==> src/rtl/sbuf_pkg.sv <==
package sbuf_pkg;

    typedef enum logic [1:0] {
        ENT_STORE       = 2'd0,
        ENT_FULL_FENCE  = 2'd1,
        ENT_STORE_FENCE = 2'd2
    } ent_kind_e;

    typedef struct packed {
        ent_kind_e kind;
        logic      nt;
    } ent_meta_t;

    // Code 3 is folded onto the full fence, the stronger marker.
    function automatic ent_meta_t make_meta(input logic [1:0] code, input logic nt);
        ent_meta_t m;
        case (code)
            2'd0:    m.kind = ENT_STORE;
            2'd2:    m.kind = ENT_STORE_FENCE;
            default: m.kind = ENT_FULL_FENCE;
        endcase
        m.nt = (code == 2'd0) ? nt : 1'b0;
        return m;
    endfunction

    function automatic logic is_marker(input ent_meta_t m);
        return m.kind != ENT_STORE;
    endfunction

    function automatic logic is_normal_store(input ent_meta_t m);
        return (m.kind == ENT_STORE) && !m.nt;
    endfunction

    function automatic logic is_nt_store(input ent_meta_t m);
        return (m.kind == ENT_STORE) && m.nt;
    endfunction

endpackage

==> src/rtl/sb_queue.sv <==
module sb_queue
    import sbuf_pkg::*;
#(
    parameter int DEPTH = 8,
    parameter int AW    = 32,
    parameter int DW    = 64,
    localparam int CW   = $clog2(DEPTH + 1),
    localparam int IW   = $clog2(DEPTH)
) (
    input  logic                       clk,
    input  logic                       rst,
    input  logic                       enq_en,
    input  ent_meta_t                  enq_meta,
    input  logic [AW-1:0]              enq_addr,
    input  logic [DW-1:0]              enq_data,
    input  logic                       rem_en,
    input  logic [IW-1:0]              rem_idx,
    input  logic                       retire_en,
    input  logic                       flush,
    output ent_meta_t [DEPTH-1:0]      q_meta,
    output logic [DEPTH-1:0][AW-1:0]   q_addr,
    output logic [DEPTH-1:0][DW-1:0]   q_data,
    output logic [CW-1:0]              count,
    output logic [CW-1:0]              ret_cnt
);

    logic          ret_inc;
    logic [CW-1:0] cnt_rm;
    logic [CW-1:0] ret_n;
    logic [CW-1:0] cnt_n;
    logic [IW-1:0] wr_idx;

    // Retired entries always form the oldest prefix, so a count describes them.
    always_comb begin
        ret_inc = retire_en && (ret_cnt < count);
        cnt_rm  = count - CW'(rem_en);
        ret_n   = ret_cnt + CW'(ret_inc) - CW'(rem_en);
        cnt_n   = flush ? ret_n : (cnt_rm + CW'(enq_en));
        wr_idx  = IW'(cnt_rm);
    end

    always_ff @(posedge clk) begin
        if (rst) begin
            count   <= '0;
            ret_cnt <= '0;
            for (int i = 0; i < DEPTH; i++) begin
                q_meta[i] <= '0;
                q_addr[i] <= '0;
                q_data[i] <= '0;
            end
        end else begin
            // Close the gap left by a removed entry.
            for (int i = 0; i < DEPTH - 1; i++) begin
                if (rem_en && (i >= int'(rem_idx))) begin
                    q_meta[i] <= q_meta[i+1];
                    q_addr[i] <= q_addr[i+1];
                    q_data[i] <= q_data[i+1];
                end
            end
            if (enq_en) begin
                q_meta[wr_idx] <= enq_meta;
                q_addr[wr_idx] <= enq_addr;
                q_data[wr_idx] <= enq_data;
            end
            count   <= cnt_n;
            ret_cnt <= ret_n;
        end
    end

endmodule

==> src/rtl/sb_select.sv <==
module sb_select
    import sbuf_pkg::*;
#(
    parameter int DEPTH = 8,
    localparam int CW   = $clog2(DEPTH + 1),
    localparam int IW   = $clog2(DEPTH)
) (
    input  logic                  clk,
    input  logic                  rst,
    input  ent_meta_t [DEPTH-1:0] q_meta,
    input  logic [CW-1:0]         count,
    input  logic [CW-1:0]         ret_cnt,
    input  logic                  wr_ready,
    output logic                  pick_valid,
    output logic                  pick_store,
    output logic [IW-1:0]         pick_idx,
    output logic                  load_permit
);

    logic [DEPTH-1:0] live, done, norm, ntst, mark, ffen;

    for (genvar g = 0; g < DEPTH; g++) begin : g_class
        assign live[g] = count > CW'(g);
        assign done[g] = ret_cnt > CW'(g);
        assign norm[g] = is_normal_store(q_meta[g]);
        assign ntst[g] = is_nt_store(q_meta[g]);
        assign mark[g] = is_marker(q_meta[g]);
        assign ffen[g] = q_meta[g].kind == ENT_FULL_FENCE;
    end

    logic          lock_q;
    logic [IW-1:0] lock_idx_q;
    logic          nt_hit, ot_hit, ot_store, ff_behind;
    logic [IW-1:0] nt_idx, ot_idx;

    always_comb begin
        logic seen_n, seen_m;
        seen_n    = 1'b0;
        seen_m    = 1'b0;
        nt_hit    = 1'b0;
        ot_hit    = 1'b0;
        ot_store  = 1'b0;
        ff_behind = 1'b0;
        nt_idx    = '0;
        ot_idx    = '0;
        for (int i = 0; i < DEPTH; i++) begin
            if (live[i] && done[i]) begin
                if (ntst[i] && !seen_m && !nt_hit) begin
                    nt_hit = 1'b1;
                    nt_idx = IW'(i);
                end
                if (norm[i] && !seen_n && !seen_m && !ot_hit) begin
                    ot_hit   = 1'b1;
                    ot_store = 1'b1;
                    ot_idx   = IW'(i);
                end
                if (mark[i] && (i == 0)) begin
                    ot_hit = 1'b1;
                    ot_idx = '0;
                end
            end
            if (live[i]) begin
                seen_n = seen_n | norm[i];
                seen_m = seen_m | mark[i];
                if ((i != 0) && ffen[i]) ff_behind = 1'b1;
            end
        end
    end

    always_comb begin
        if (lock_q) begin
            pick_valid = 1'b1;
            pick_store = 1'b1;
            pick_idx   = lock_idx_q;
        end else if (nt_hit) begin
            pick_valid = 1'b1;
            pick_store = 1'b1;
            pick_idx   = nt_idx;
        end else begin
            pick_valid = ot_hit;
            pick_store = ot_hit && ot_store;
            pick_idx   = ot_idx;
        end
        load_permit = !ff_behind;
    end

    // An offered store stays chosen until the port takes it.
    always_ff @(posedge clk) begin
        if (rst) begin
            lock_q     <= 1'b0;
            lock_idx_q <= '0;
        end else begin
            lock_q     <= pick_valid && pick_store && !wr_ready;
            lock_idx_q <= pick_idx;
        end
    end

endmodule

==> src/rtl/store_buffer.sv <==
module store_buffer
    import sbuf_pkg::*;
#(
    parameter int DEPTH = 8,
    parameter int AW    = 32,
    parameter int DW    = 64,
    localparam int CW   = $clog2(DEPTH + 1),
    localparam int IW   = $clog2(DEPTH)
) (
    input  logic          clk,
    input  logic          rst,
    input  logic          in_valid,
    input  logic [1:0]    in_kind,
    input  logic          in_nt,
    input  logic [AW-1:0] in_addr,
    input  logic [DW-1:0] in_data,
    output logic          full,
    input  logic          retire,
    input  logic          flush,
    output logic          wr_valid,
    output logic [AW-1:0] wr_addr,
    output logic [DW-1:0] wr_data,
    output logic          wr_nt,
    input  logic          wr_ready,
    output logic          load_permit,
    output logic          empty
);

    ent_meta_t [DEPTH-1:0]     q_meta;
    logic [DEPTH-1:0][AW-1:0]  q_addr;
    logic [DEPTH-1:0][DW-1:0]  q_data;
    logic [CW-1:0]             q_count;
    logic [CW-1:0]             q_ret;
    logic                      pick_valid, pick_store;
    logic [IW-1:0]             pick_idx;
    logic                      enq_en, rem_en;

    assign full   = q_count == CW'(DEPTH);
    assign empty  = q_count == '0;
    assign enq_en = in_valid && !full && !flush;

    sb_queue #(.DEPTH(DEPTH), .AW(AW), .DW(DW)) u_queue (
        .clk       (clk),
        .rst       (rst),
        .enq_en    (enq_en),
        .enq_meta  (make_meta(in_kind, in_nt)),
        .enq_addr  (in_addr),
        .enq_data  (in_data),
        .rem_en    (rem_en),
        .rem_idx   (pick_idx),
        .retire_en (retire),
        .flush     (flush),
        .q_meta    (q_meta),
        .q_addr    (q_addr),
        .q_data    (q_data),
        .count     (q_count),
        .ret_cnt   (q_ret)
    );

    sb_select #(.DEPTH(DEPTH)) u_select (
        .clk         (clk),
        .rst         (rst),
        .q_meta      (q_meta),
        .count       (q_count),
        .ret_cnt     (q_ret),
        .wr_ready    (wr_ready),
        .pick_valid  (pick_valid),
        .pick_store  (pick_store),
        .pick_idx    (pick_idx),
        .load_permit (load_permit)
    );

    assign wr_valid = pick_valid && pick_store;
    assign wr_addr  = q_addr[pick_idx];
    assign wr_data  = q_data[pick_idx];
    assign wr_nt    = q_meta[pick_idx].nt;
    // Markers pop on their own; stores leave on the handshake.
    assign rem_en   = pick_valid && (!pick_store || wr_ready);

endmodule

==> config.mk <==
export PLATFORM = sky130hd
export DESIGN_NAME = store_buffer
export DESIGN_NICKNAME = d
export VERILOG_FILES = /design/src/rtl/sbuf_pkg.sv /design/src/rtl/sb_queue.sv /design/src/rtl/sb_select.sv /design/src/rtl/store_buffer.sv
export SDC_FILE = /design/constraint.sdc
export NUM_CORES = 2
export LEC_CHECK = 0
export BUFFER_PORTS_ARGS = -buffer_cell sky130_fd_sc_hd__buf_4
export CORE_ASPECT_RATIO = 1.5
export CORE_MARGIN = 2
export CORE_UTILIZATION = 40
export CTS_CLUSTER_DIAMETER = 50
export DETAILED_ROUTE_END_ITERATION = 10
export HOLD_SLACK_MARGIN = 0.06
export PLACE_DENSITY_LB_ADDON = 0.15
export SYNTH_ARGS = -nofsm -noshare
export SYNTH_HDL_FRONTEND = slang
export SYNTH_SLANG_ARGS = --single-unit
export TNS_END_PERCENT = 10
==> constraint.sdc <==
create_clock -name clk -period 6.2 [get_ports clk]
set_input_delay 0.93 -clock clk [delete_from_list [all_inputs] [get_ports clk]]
set_output_delay 0.93 -clock clk [all_outputs]
set_load 0.1 [all_outputs]
==> impl_results.md <==
* Routed length per instance at about 23 µm
* First-pass GRT wire length at 238000 µm
* Number of synthesized register bits at between 800 and 900
* Core Util, Final at a little under half
* Worst Hold Depth at 2
* Total core area at roughly 100000 µm²
* Area share of fa/ha/maj cells after synthesis at less than 1%
* Clk root buf: clkbuf_16
* Cell Chain, Critical Path: inv_1 -> ha_1 -> or3_1 -> or4_1 -> a2111oi_1 -> o31a_1 -> buf_4 -> nor2_4 -> buf_4 -> nand3_1 -> and3_1 -> buf_4
* Vias in the first global route at roughly 39000
* Synth top area share at between 30 and 40%
* Mapped Cells at approximately 5600
* Main combinational cell family by area after synthesis: simple AND/OR/NAND/NOR gates
* Commonest cells post-synth: nand2_1, dfxtp_1, nor2_1, a311oi_1, clkbuf_1
* Average cell area after synthesis at ~7.4 µm²
* Final Hold Fails at 0
* Initial antenna violation count at 8
* Share of cells above drive strength 1 at a little under 10%
* Seq/Total Area, Yosys at just under 40%
* Final Slew Violations at 0
* Detailed Route WL at about 160000 µm
* Fmax at about 170 MHz
* Sink Count at between 800 and 900
* Compound-cell area share of the yosys netlist at between 10% and 20%
* Non-Filler Instances at about 6800
* Reg clk slew, reported paths at 0.06 ns
* Clock Path Buffers at 3
* Final ANT Viol Nets at 0
* Slew at the pin closest to its max-slew limit at around 1.2 ns
* DR iter-0 viols at ~3500
* CP Capture Type: output port
* Worst setup SP type: flip-flop
* Mapped Nets at 5736
* PD cells at 606 nW/µm²
* FFs w/ async S/R, synth at 0%
* # port buffers at a little over 200
* Die Wd at roughly 270 µm
* Routed via count at between 40000 and 50000
* CTS tree: built
* EDFF count, synth at 0
* Biggest area contributors in the synthesized netlist: dfxtp_1, nand2_1, a311oi_1, mux2i_1, nor2_1
* Xor and xnor area share after synthesis at less than 1%
* Die ar. at approximately 110000 µm²
* Residual DRC at 0
* Lkg Pwr at around 17 nW
* Post-Synth Simple-Gate Area at roughly 28%
* Final period util at a little over nine tenths
* Status: finished clean
* Bufs and invs on worst path at 4
* Clk Latency, worst-skew pair at 0.71 ns
* Via density at between 5 and 6
* Most used routing layer: met2
* Max-cap violations at 0
* Count leader, synth: nand2_1
* Crit path DAT at roughly 5 ns
* Max Fanout on Critical Path at 27
* Die height at ~400 µm
* VDD IR max at just over 0.0006 V
* Dominant cell type by area after synthesis: dfxtp_1
* Synthesis-to-layout area growth at 13.8%
* Initial Util at about two fifths
* Total power draw at approximately 29 mW
* H-Tree Depth at 3
* Total grt overflow at 0
* Gr usage total at between 20% and 30%
* Detail Placement HPWL at 86100 µm
* Gpl congestion at around 0.85
* Largest net degree at the start of global routing at 194
* Ys Warns at 0
* # rows at around 140
* GR Util met2 at approximately 48%
* Worst path slowest cell: a2111oi_1
* Worst path required time at roughly 5.3 ns
* Placed instance count at 6636
* Worst R2R Path Depth at 13
* Setup tns final at 0 ns
* Slew HR at about a fifth
* Total CTS buffers at 94
* Mux share of post-synthesis cell area at under 10%
* Ys flop type: dfxtp_1
* Area after DPL at between 40000 and 50000 µm²
* Hold buffers post-CTS at 0
* Post-Synthesis Cell Area at between 40000 and 50000 µm²
* Setup WS pre-CTS at between 0.5 and 0.6 ns
* Worst path depth at 12
* Hold WC Path Type: flip-flop to flip-flop
* Filler cell count in the final layout at about 10000
* NumNets Final at 5545
* Finished Cell Area at ~47000 µm²
* Setup Viol. Count Final at 0
* Count of different cell masters after synthesis at between 70 and 80
* Final WS setup at roughly 0.18 ns
* Hold_ws at 0.470 ns
* Met1 usage at about 36%
* Max Clock Skew at 0.0397 ns
* Min Tclk post-route at around 6 ns
* Most used cell, CP: buf_4
* Unrepaired setup endpoints after global routing: false
* Crit path max-delay family: simple AND/OR/NAND/NOR gates
* Crit Path Class: flip-flop to output port
* Ports at about 210
* CP max stage delay at 0.60 ns
* Drt pass-1 iters at 5
* Global Route met3 Usage at approximately 3.7%
==> report_power, final <==
group | switching, mW | internal, mW | leakage (nW)
Combinational | 11.7 | 3.75 | 8.78
Clock | 2.45 | 3.50 | 1.63
Sequential | 0.832 | 6.24 | 6.50
==> metal layers <==
layer | vias up | wire [µm]
li1 | 19100 | -
met1 | 19800 | 65000
met2 | 1502 | 74900
met3 | 336 | 9570
met4 | 4 | 6010
met5 | - | 27
==> tightest hold or removal path: cells and delay by family, from the launching register on <==
kind | cells | cell delay (ns)
flip-flops | 1 | 0.32
AND/OR/NAND/NOR | 1 | 0.05
AO/OA/AOI/OAI | 1 | 0.05
==> sequential cells by signal, indices dropped and copies added, names as in the netlist <==
| signal | flops |
|---|---|
| u_select.lock_q | 1 |
| u_queue.count | 4 |
| u_queue.q_meta | 24 |
| u_queue.q_addr | 256 |
| u_queue.q_data | 512 |
| u_select.lock_idx_q | 3 |
| u_queue.ret_cnt | 4 |
==> path summary, 6_finish.rpt <==
check	slack (ns)	from	endpoint
setup reg to reg	0.47	u_queue.count[1]$_SDFF_PP0_	u_queue.q_data[10]$_SDFF_PP0_
setup / recovery	0.18	u_queue.ret_cnt[2]$_SDFF_PP0_	wr_data[11]
hold / removal	0.47	u_queue.q_addr[234]$_SDFFE_PP0P_	u_queue.q_addr[234]$_SDFFE_PP0P_
hold reg to reg	0.47	u_queue.q_addr[234]$_SDFFE_PP0P_	u_queue.q_addr[234]$_SDFFE_PP0P_
==> cell type report <==
cell class / count / area [µm²] / share of cell area [%]
Inverter: 16 / 60.1 / 0.128
Clock buffer: 118 / 2650 / 5.63
Multi-Input combinational cell: 4187 / 22900 / 48.7
Tap cell: 1314 / 1640 / 3.50
Timing Repair Buffer: 321 / 3010 / 6.40
Antenna cell: 7 / 17.5 / 0.0373
Clock inverter: 53 / 643 / 1.37
Sequential cell: 804 / 16100 / 34.2
==> cells in the final DEF (no fill, tap or decap), types with 10 or more instances in the layout <==
cell type / n
nand2_1: 1771
dfxtp_1: 804
nor2_1: 722
a311oi_1: 487
mux2i_1: 298
buf_4: 272
nand3_1: 203
a211oi_1: 198
a21oi_1: 113
and3_1: 106
a32oi_1: 97
clkbuf_16: 96
buf_12: 47
clkinv_2: 20
inv_1: 16
clkbuf_8: 16
ha_1: 15
nor3_1: 13
or3_1: 12
o21ai_0: 12
bufinv_16: 11
o31ai_1: 10
nand2_4: 10
==> logic make-up after synthesis <==
family	count (synthesis)
AND/OR/NAND/NOR	2894
flip-flops	804
buffers and inverters	627
adder cells (fa/ha/maj)	16
AO/OA/AOI/OAI	965
multiplexers	300
XOR/XNOR	9
==> what timing repair did <==
action                                  in CTS  in global routing
gates resized for setup                      1                  1
buffers inserted                             0                  3
cloned                                       1                  2
endpoints found under the setup margin      12                 78
pin swaps                                    3                  2
(Power assumes the default switching activity.)
